File: config.mk
export PLATFORM = sky130hd
export DESIGN_NAME = snoop_agent
export DESIGN_NICKNAME = d
export VERILOG_FILES = /design/src/rtl/snoop_pkg.sv /design/src/rtl/snoop_tags.sv /design/src/rtl/snoop_responder.sv /design/src/rtl/snoop_requester.sv /design/src/rtl/snoop_agent.sv
export SDC_FILE = /design/constraint.sdc
export NUM_CORES = 1
export LEC_CHECK = 0
export ABC_AREA = 1
export CORE_MARGIN = 1.5
export CORE_UTILIZATION = 44
export CTS_CLUSTER_SIZE = 14
export DETAILED_ROUTE_END_ITERATION = 7
export PLACE_DENSITY_LB_ADDON = 0.1
export SYNTH_ARGS = -nofsm -noshare
export SYNTH_HDL_FRONTEND = slang
export SYNTH_SLANG_ARGS = --single-unit
File: constraint.sdc
create_clock -name clk -period 6.7 [get_ports clk]
set_input_delay 1.005 -clock clk [delete_from_list [all_inputs] [get_ports clk]]
set_output_delay 1.005 -clock clk [all_outputs]
set_load 0.01 [all_outputs]
File: src/rtl/snoop_pkg.sv
`timescale 1ns/1ps
// Shared types of the snooping agent: line states and bus command codes.
package snoop_pkg;
    typedef enum logic [1:0] {
        ST_I = 2'd0,
        ST_S = 2'd1,
        ST_E = 2'd2,
        ST_M = 2'd3
    } mesi_t;

    typedef enum logic {
        CMD_RD  = 1'b0,
        CMD_RDX = 1'b1
    } bcmd_t;
endpackage

File: src/rtl/snoop_tags.sv
`timescale 1ns/1ps
// Directly indexed tag and state array.
// Two combinational read ports (core probe, snoop lookup), one write port.
// Assumes the caller never writes from two sources in one cycle.
module snoop_tags #(
    parameter int AW    = 8,
    parameter int IDX_W = 2
) (
    input  logic                clk,
    input  logic                rst_n,
    input  logic [AW-1:0]       pa_addr,
    output snoop_pkg::mesi_t    pa_state,
    input  logic [AW-1:0]       sa_addr,
    output snoop_pkg::mesi_t    sa_state,
    input  logic                we,
    input  logic [AW-1:0]       wa_addr,
    input  snoop_pkg::mesi_t    wstate
);
    import snoop_pkg::*;

    localparam int NSETS = 1 << IDX_W;
    localparam int TW    = AW - IDX_W;

    logic [TW-1:0] tag_q [NSETS];
    mesi_t         st_q  [NSETS];

    // Write port: all entries Invalid on reset, else install tag and state.
    always_ff @(posedge clk) begin
        if (!rst_n) begin
            for (int i = 0; i < NSETS; i++) begin
                tag_q[i] <= '0;
                st_q[i]  <= ST_I;
            end
        end else if (we) begin
            tag_q[wa_addr[IDX_W-1:0]] <= wa_addr[AW-1:IDX_W];
            st_q[wa_addr[IDX_W-1:0]]  <= wstate;
        end
    end

    // Read ports: a tag mismatch reads as Invalid.
    assign pa_state = (tag_q[pa_addr[IDX_W-1:0]] == pa_addr[AW-1:IDX_W])
                      ? st_q[pa_addr[IDX_W-1:0]] : ST_I;
    assign sa_state = (tag_q[sa_addr[IDX_W-1:0]] == sa_addr[AW-1:IDX_W])
                      ? st_q[sa_addr[IDX_W-1:0]] : ST_I;
endmodule

File: src/rtl/snoop_responder.sv
`timescale 1ns/1ps
// Responder FSM: answers commands issued by other agents.
// Raises snoop-valid the cycle after a foreign grant, spends LAT cycles on
// the lookup, drives shared/dirty with snoop-valid still high for one cycle,
// then drops snoop-valid and holds shared/dirty until the transfer ends.
// Assumes an atomic bus: no new foreign grant before xfer_done.
module snoop_responder #(
    parameter int AW  = 8,
    parameter int LAT = 3
) (
    input  logic                clk,
    input  logic                rst_n,
    input  logic                other_gnt,
    input  logic                cmd_in,
    input  logic [AW-1:0]       addr_in,
    input  logic                xfer_done,
    output logic [AW-1:0]       look_addr,
    input  snoop_pkg::mesi_t    look_state,
    output logic                upd_en,
    output snoop_pkg::mesi_t    upd_state,
    output logic                sv_oe,
    output logic                sh_oe,
    output logic                dt_oe
);
    import snoop_pkg::*;

    localparam int CW = (LAT > 1) ? $clog2(LAT) : 1;

    typedef enum logic [1:0] {R_IDLE, R_LOOK, R_DRIVE, R_HOLD} rsp_st_t;

    rsp_st_t        st_q;
    logic [CW-1:0]  cnt_q;
    bcmd_t          cmd_q;
    logic [AW-1:0]  addr_q;
    logic           sh_q, dt_q;

    // Sequencing of one snoop: capture, count lookup, drive, hold.
    always_ff @(posedge clk) begin
        if (!rst_n) begin
            st_q   <= R_IDLE;
            cnt_q  <= '0;
            cmd_q  <= CMD_RD;
            addr_q <= '0;
            sh_q   <= 1'b0;
            dt_q   <= 1'b0;
        end else begin
            case (st_q)
                R_IDLE: if (other_gnt) begin
                    st_q   <= R_LOOK;
                    cnt_q  <= '0;
                    cmd_q  <= bcmd_t'(cmd_in);
                    addr_q <= addr_in;
                end
                R_LOOK: begin
                    if (cnt_q == CW'(LAT-1)) begin
                        st_q <= R_DRIVE;
                        dt_q <= (look_state == ST_M);
                        sh_q <= (look_state == ST_E || look_state == ST_S)
                                && (cmd_q == CMD_RD);
                    end else begin
                        cnt_q <= cnt_q + 1'b1;
                    end
                end
                R_DRIVE: st_q <= R_HOLD;
                R_HOLD: if (xfer_done) begin
                    st_q <= R_IDLE;
                    sh_q <= 1'b0;
                    dt_q <= 1'b0;
                end
                default: st_q <= R_IDLE;
            endcase
        end
    end

    // Outputs decoded from the registered phase.
    assign look_addr = addr_q;
    assign sv_oe     = (st_q == R_LOOK) || (st_q == R_DRIVE);
    assign sh_oe     = sh_q && (st_q == R_DRIVE || st_q == R_HOLD);
    assign dt_oe     = dt_q && (st_q == R_DRIVE || st_q == R_HOLD);

    // State change of a hit line, applied while leaving the drive phase.
    assign upd_en    = (st_q == R_DRIVE) && (look_state != ST_I);
    assign upd_state = (cmd_q == CMD_RDX) ? ST_I : ST_S;

    // snoop-valid follows a foreign grant by one cycle.
    a_r2_sv_next_cycle: assert property (@(posedge clk) disable iff (!rst_n)
        (other_gnt && st_q == R_IDLE) |=> sv_oe);

    // shared/dirty are already final when snoop-valid falls.
    a_r3_final_before_release: assert property (@(posedge clk) disable iff (!rst_n)
        $fell(sv_oe) |-> ($stable(sh_oe) && $stable(dt_oe)));

    // an Invalid or missing line drives neither response line.
    a_r9_miss_silent: assert property (@(posedge clk) disable iff (!rst_n)
        (st_q == R_DRIVE && look_state == ST_I) |-> (!sh_oe && !dt_oe));
endmodule

File: src/rtl/snoop_requester.sv
`timescale 1ns/1ps
// Requester FSM: turns a core miss into a bus command.
// Requests the bus, issues in the grant cycle, waits for the resolved
// snoop-valid line to read 0, samples shared/dirty, and installs the line
// on the data-ready handshake.
// Assumes core_req and its fields are held until core_done.
module snoop_requester #(
    parameter int AW = 8
) (
    input  logic                clk,
    input  logic                rst_n,
    input  logic                core_req,
    input  logic                core_rdx,
    input  logic [AW-1:0]       core_addr,
    output logic                core_done,
    output logic                bus_req,
    input  logic                bus_gnt,
    output logic                bus_cmd_vld,
    output logic                bus_cmd_out,
    output logic [AW-1:0]       bus_addr_out,
    input  logic                sv_in,
    input  logic                sh_in,
    input  logic                dt_in,
    input  logic                xfer_done,
    output logic                we,
    output logic [AW-1:0]       waddr,
    output snoop_pkg::mesi_t    wstate
);
    import snoop_pkg::*;

    typedef enum logic [1:0] {Q_IDLE, Q_REQ, Q_SNOOP, Q_WAITD} req_st_t;

    req_st_t        st_q;
    bcmd_t          cmd_q;
    logic [AW-1:0]  addr_q;
    logic           shared_q;

    // Request sequencing from capture to install.
    always_ff @(posedge clk) begin
        if (!rst_n) begin
            st_q     <= Q_IDLE;
            cmd_q    <= CMD_RD;
            addr_q   <= '0;
            shared_q <= 1'b0;
        end else begin
            case (st_q)
                Q_IDLE: if (core_req) begin
                    st_q   <= Q_REQ;
                    cmd_q  <= bcmd_t'(core_rdx);
                    addr_q <= core_addr;
                end
                Q_REQ:   if (bus_gnt) st_q <= Q_SNOOP;
                Q_SNOOP: if (!sv_in) begin
                    st_q     <= Q_WAITD;
                    shared_q <= sh_in || dt_in;
                end
                Q_WAITD: if (xfer_done) st_q <= Q_IDLE;
                default: st_q <= Q_IDLE;
            endcase
        end
    end

    // Bus-side outputs and install decode.
    assign bus_req      = (st_q == Q_REQ);
    assign bus_cmd_vld  = (st_q == Q_REQ) && bus_gnt;
    assign bus_cmd_out  = cmd_q;
    assign bus_addr_out = addr_q;
    assign core_done    = (st_q == Q_WAITD) && xfer_done;
    assign we           = core_done;
    assign waddr        = addr_q;
    assign wstate       = (cmd_q == CMD_RDX) ? ST_M : (shared_q ? ST_S : ST_E);

    // a pending request is not withdrawn before its grant.
    a_r1_hold_request: assert property (@(posedge clk) disable iff (!rst_n)
        (bus_req && !bus_gnt) |=> bus_req);

    // completion is only signalled once every responder has released.
    a_r4_done_after_release: assert property (@(posedge clk) disable iff (!rst_n)
        core_done |-> !sv_in);
endmodule

File: src/rtl/snoop_agent.sv
`timescale 1ns/1ps
// Bus agent of one cache on an atomic MESI snooping bus.
// Joins the requester, the responder and the tag array. The responder runs
// independently of the requester, so snoops are served while a request
// waits for its grant. Wired-OR lines appear as per-agent enables (outputs)
// and resolved values (inputs).
module snoop_agent #(
    parameter int AW         = 8,
    parameter int IDX_W      = 2,
    parameter int LOOKUP_LAT = 3
) (
    input  logic            clk,
    input  logic            rst_n,
    input  logic            core_req,
    input  logic            core_rdx,
    input  logic [AW-1:0]   core_addr,
    output logic            core_done,
    output logic [1:0]      core_state,
    output logic            bus_req,
    input  logic            bus_gnt,
    output logic            bus_cmd_vld,
    output logic            bus_cmd_out,
    output logic [AW-1:0]   bus_addr_out,
    input  logic            other_gnt,
    input  logic            bus_cmd_in,
    input  logic [AW-1:0]   bus_addr_in,
    input  logic            xfer_done,
    output logic            sv_oe,
    output logic            sh_oe,
    output logic            dt_oe,
    input  logic            sv_in,
    input  logic            sh_in,
    input  logic            dt_in
);
    import snoop_pkg::*;

    logic           q_we, r_we;
    logic [AW-1:0]  q_waddr, r_addr;
    mesi_t          q_wstate, r_wstate, probe_st, snoop_st;
    logic           t_we;
    logic [AW-1:0]  t_waddr;
    mesi_t          t_wstate;

    snoop_requester #(.AW(AW)) req_i (
        .clk(clk), .rst_n(rst_n),
        .core_req(core_req), .core_rdx(core_rdx), .core_addr(core_addr),
        .core_done(core_done),
        .bus_req(bus_req), .bus_gnt(bus_gnt), .bus_cmd_vld(bus_cmd_vld),
        .bus_cmd_out(bus_cmd_out), .bus_addr_out(bus_addr_out),
        .sv_in(sv_in), .sh_in(sh_in), .dt_in(dt_in), .xfer_done(xfer_done),
        .we(q_we), .waddr(q_waddr), .wstate(q_wstate)
    );

    snoop_responder #(.AW(AW), .LAT(LOOKUP_LAT)) rsp_i (
        .clk(clk), .rst_n(rst_n),
        .other_gnt(other_gnt), .cmd_in(bus_cmd_in), .addr_in(bus_addr_in),
        .xfer_done(xfer_done),
        .look_addr(r_addr), .look_state(snoop_st),
        .upd_en(r_we), .upd_state(r_wstate),
        .sv_oe(sv_oe), .sh_oe(sh_oe), .dt_oe(dt_oe)
    );

    // Single tag write port; the atomic bus keeps both sides apart in time.
    always_comb begin
        t_we     = q_we || r_we;
        t_waddr  = q_we ? q_waddr  : r_addr;
        t_wstate = q_we ? q_wstate : r_wstate;
    end

    snoop_tags #(.AW(AW), .IDX_W(IDX_W)) tags_i (
        .clk(clk), .rst_n(rst_n),
        .pa_addr(core_addr), .pa_state(probe_st),
        .sa_addr(r_addr), .sa_state(snoop_st),
        .we(t_we), .wa_addr(t_waddr), .wstate(t_wstate)
    );

    assign core_state = probe_st;

    // Parameter range of the lookup latency.
    initial begin
        a_r2_lat_range: assert (LOOKUP_LAT >= 1 && LOOKUP_LAT <= 4);
    end
endmodule

==> flow_summary.ini <==
[placement]
placement.setup.worst_slack_ps = 2280
post-dp-hpwl_um = 6430
count_of_buffers_inserted_at_the_top_level_ports = 43
dp_cells = 585
gpl.final_weighted_congestion = 0.887

[critical_path]
critical_path_buf_inv_count = 3
maximum_cell_stage_delay_along_the_critical_path_ps = 950
worstPathRequired_ps = 5690
worstSetupStartpointType = input port
critical_path.top_delay_family = buffers and inverters
crit_arrival_ps = 3470
crit_path_cell_trace = clkdlybuf4s50_1, inv_4, nand2_1, nand3_1, nand3b_1, nand2_1, nor2_1, nand3_1, nor2_1, clkdlybuf4s50_1
worst-setup-path-type = input port to output port
worstPathMaxFanout = 19
timing.critical_path.to_type = output port
crit_slowest_cell = sky130_fd_sc_hd__clkdlybuf4s50_1

[route]
drt-pass1-iter-count = 5
vias_per_cell = 5.12
drt_first_iter_violations = 182
postRouteWirelength_um = 8610
drcViolationCount = 0
avgRoutedWirePerCell_um = 14.3
total_via_count_after_detailed_routing = 3080
detail-route-antenna-nets = 0

[logic_synthesis]
synth.ff_latch_count = 61
synthDistinctLibCells = 32
synthesis.area_um2 = 3440
post_synth.cell_area_avg_um2 = 7.59
synthesis.instances = 453
number_of_enable_type_register_cells_in_the_synthesized_netlist = 32
synth-async-reset-ratio_pct = 0
synth-seq-area-share_pct = 44.8
synth_nets = 492
yosysWarningCount = 0
ys_dominant_reg_cell = sky130_fd_sc_hd__edfxtp_1

[clock_network]
clk_pin_slew_ps = 70
postCtsSetupRepairBufs = 0
cts-root-to-sink-buffers = 2
root_buffer = sky130_fd_sc_hd__clkbuf_8
htreeDepth = 3
cts_sinks = 61
tritoncts = built
clock_latency_ps = 340
postCtsHoldBufs = 0
cts-resized-gates = 0
cts_made_buffers = 9

[global_routing]
global_route_wire_length_before_repair_um = 13800
grt_antenna_before_repair = 0
maximum_number_of_pins_on_one_net_before_global_route_repair = 30
grt_overflow = 0
first_global_vias = 2831
grt_util_all_layers_pct = 21.6

[sta]
finalSetupTns_ps = 0
finalClockSkew_ps = 8.02
rsz0062_at_grt = false
finalSetupViolations = 0
worst_slack_ps = 2230
slew_violations = 0
worst_slew_margin_rel_pct = 46.0
final_period_minus_worst_setup_slack_ps = 4470
layout_worst_path_cycle_share_pct = 66.8
hold_viol = 0
whs_ps = 458
timing_worst_slew_pin_value_ps = 809
max_freq_ghz = 0.224

[worst_hold_path]
holdCritPathClass = flop to flop

[die]
start_util_pct = 45.0
io-pin-count = 44
dieArea_um2 = 8360
design.core.area_um2 = 7650
placementRows = 32
die_width_um = 91.4
die_height_um = 91.4

[finish]
finish.net_count = 533
area_growth_pct = 19.4
postLayoutCoreUtil_pct = 53.7
non_filler_instances = 601
insertedDiodeCount = 0
ratio_of_cells_with_drive_above_1_in_the_final_layout_pct = 8.02

[pwr]
power.static_leakage_uw = 0.00177
cellPowerDensity_nw_per_um2 = 325
worst_ir_drop_vdd_uv = 181

[flow_run]
max_cap_viol_count = 0

[outcome]
run_status = completed
## stage by stage
stage	cell area, um^2	total power, uW
after global routing	4110	1430
after floorplan	3440	841
after global placement	3890	973
after detailed placement	3890	984
after CTS	4110	1340
final	4110	1340
## state kept, by name (all words and copies together), names as in the netlist, named ones only
name,flops
tags_i.tag_q,24
req_i.shared_q,1
req_i.bus_addr_out,8
rsp_i.sh_q,1
rsp_i.cmd_q,1
req_i.bus_cmd_out,1
rsp_i.dt_q,1
rsp_i.cnt_q,2
rsp_i.st_q,2
req_i.st_q,2
tags_i.st_q,8
rsp_i.look_addr,8
## per-layer routing
layer,wire length [um],GRT usage [%],vias up,part of all wire (%)
met1,3870,27.5,1424,45
met5,0,0,-,0
met2,4110,36.0,86,48
met4,131,7.94,0,1.5
li1,-,-,1561,-
met3,496,4.61,9,5.8
## synthesized netlist by cell type, drive strengths merged (2+ instances only)
cell type  number  area (um^2)
o21ai          46          234
nand2         126          495
buf             8         82.6
a211oi          2         15.0
dfxtp          29          581
nand3          42          245
nor3            4         20.0
nand3b          3         22.5
a21oi          23          115
nor2           68          268
clkbuf          6         32.5
edfxtp         32          961
ha             12          150
inv            47          184
## final cells by class
cell class	count	area, um^2
repair buffers	44	438
clock buffers	11	163
clock inverters	5	55.1
multi-input cells	331	1600
inverters	47	184
fillers	738	3540
flip-flops and latches	61	1540
well taps	102	128
## kinds of logic after synthesis
kind of cell,share of synthesized area [%]
flops,44.8
buf+inv,8.69
fa+ha+maj,4.37
compound gates,10.8
simple gates,31.3
## worst paths after layout
| kind | end | slack (ps) | from | cells after the start |
|---|---|---|---|---|
| worst min register to register | rsp_i.sh_q$_SDFFE_PN0P_ | 460 | rsp_i.sh_q$_SDFFE_PN0P_ | 2 |
| worst min-delay path | rsp_i.sh_q$_SDFFE_PN0P_ | 460 | rsp_i.sh_q$_SDFFE_PN0P_ | 2 |
| worst max-delay path | core_state[0] | 2230 | core_addr[0] | 10 |
| worst max register to register | tags_i.tag_q[2][4]$_SDFFCE_PN0P_ | 3080 | flop | 15 |
## worst register-to-register path: stages (launching register included)
cell                      delay, ps
sky130_fd_sc_hd__dfxtp_1        850
sky130_fd_sc_hd__inv_6          170
sky130_fd_sc_hd__nand2_1        110
sky130_fd_sc_hd__nand3_1        160
sky130_fd_sc_hd__nand2_1        140
sky130_fd_sc_hd__nand2_1         50
sky130_fd_sc_hd__nand2_1         50
sky130_fd_sc_hd__nand3_1        100
sky130_fd_sc_hd__nor2_2         120
sky130_fd_sc_hd__nand3_1         80
sky130_fd_sc_hd__ha_1           200
sky130_fd_sc_hd__o21ai_1        270
sky130_fd_sc_hd__nand2_2        200
sky130_fd_sc_hd__nor2_1         160
sky130_fd_sc_hd__nand2_1        220
sky130_fd_sc_hd__nand2_1        400
## placed cells by master, fill, tap and decap left out, drive strengths merged, types with 2 or more instances in the layout
cell and n:
dfxtp 29, a21oi 23, clkinv 3, nor2 68
a211oi 2, clkdlybuf4s50 43, nand2 126, clkbuf 11
nand3b 3, o21ai 46, nor3 4, inv 48
ha 12, edfxtp 32, nand3 42
## report_power, final
part / leakage (uW) / internal [uW] / total (uW) / switching (uW)
clock: 0.000115 / 204 / 358 / 154
combinational: 0.00108 / 180 / 470 / 290
sequential: 0.000570 / 453 / 507 / 54.6
No activity file was read; power rests on OpenSTA's default activity.
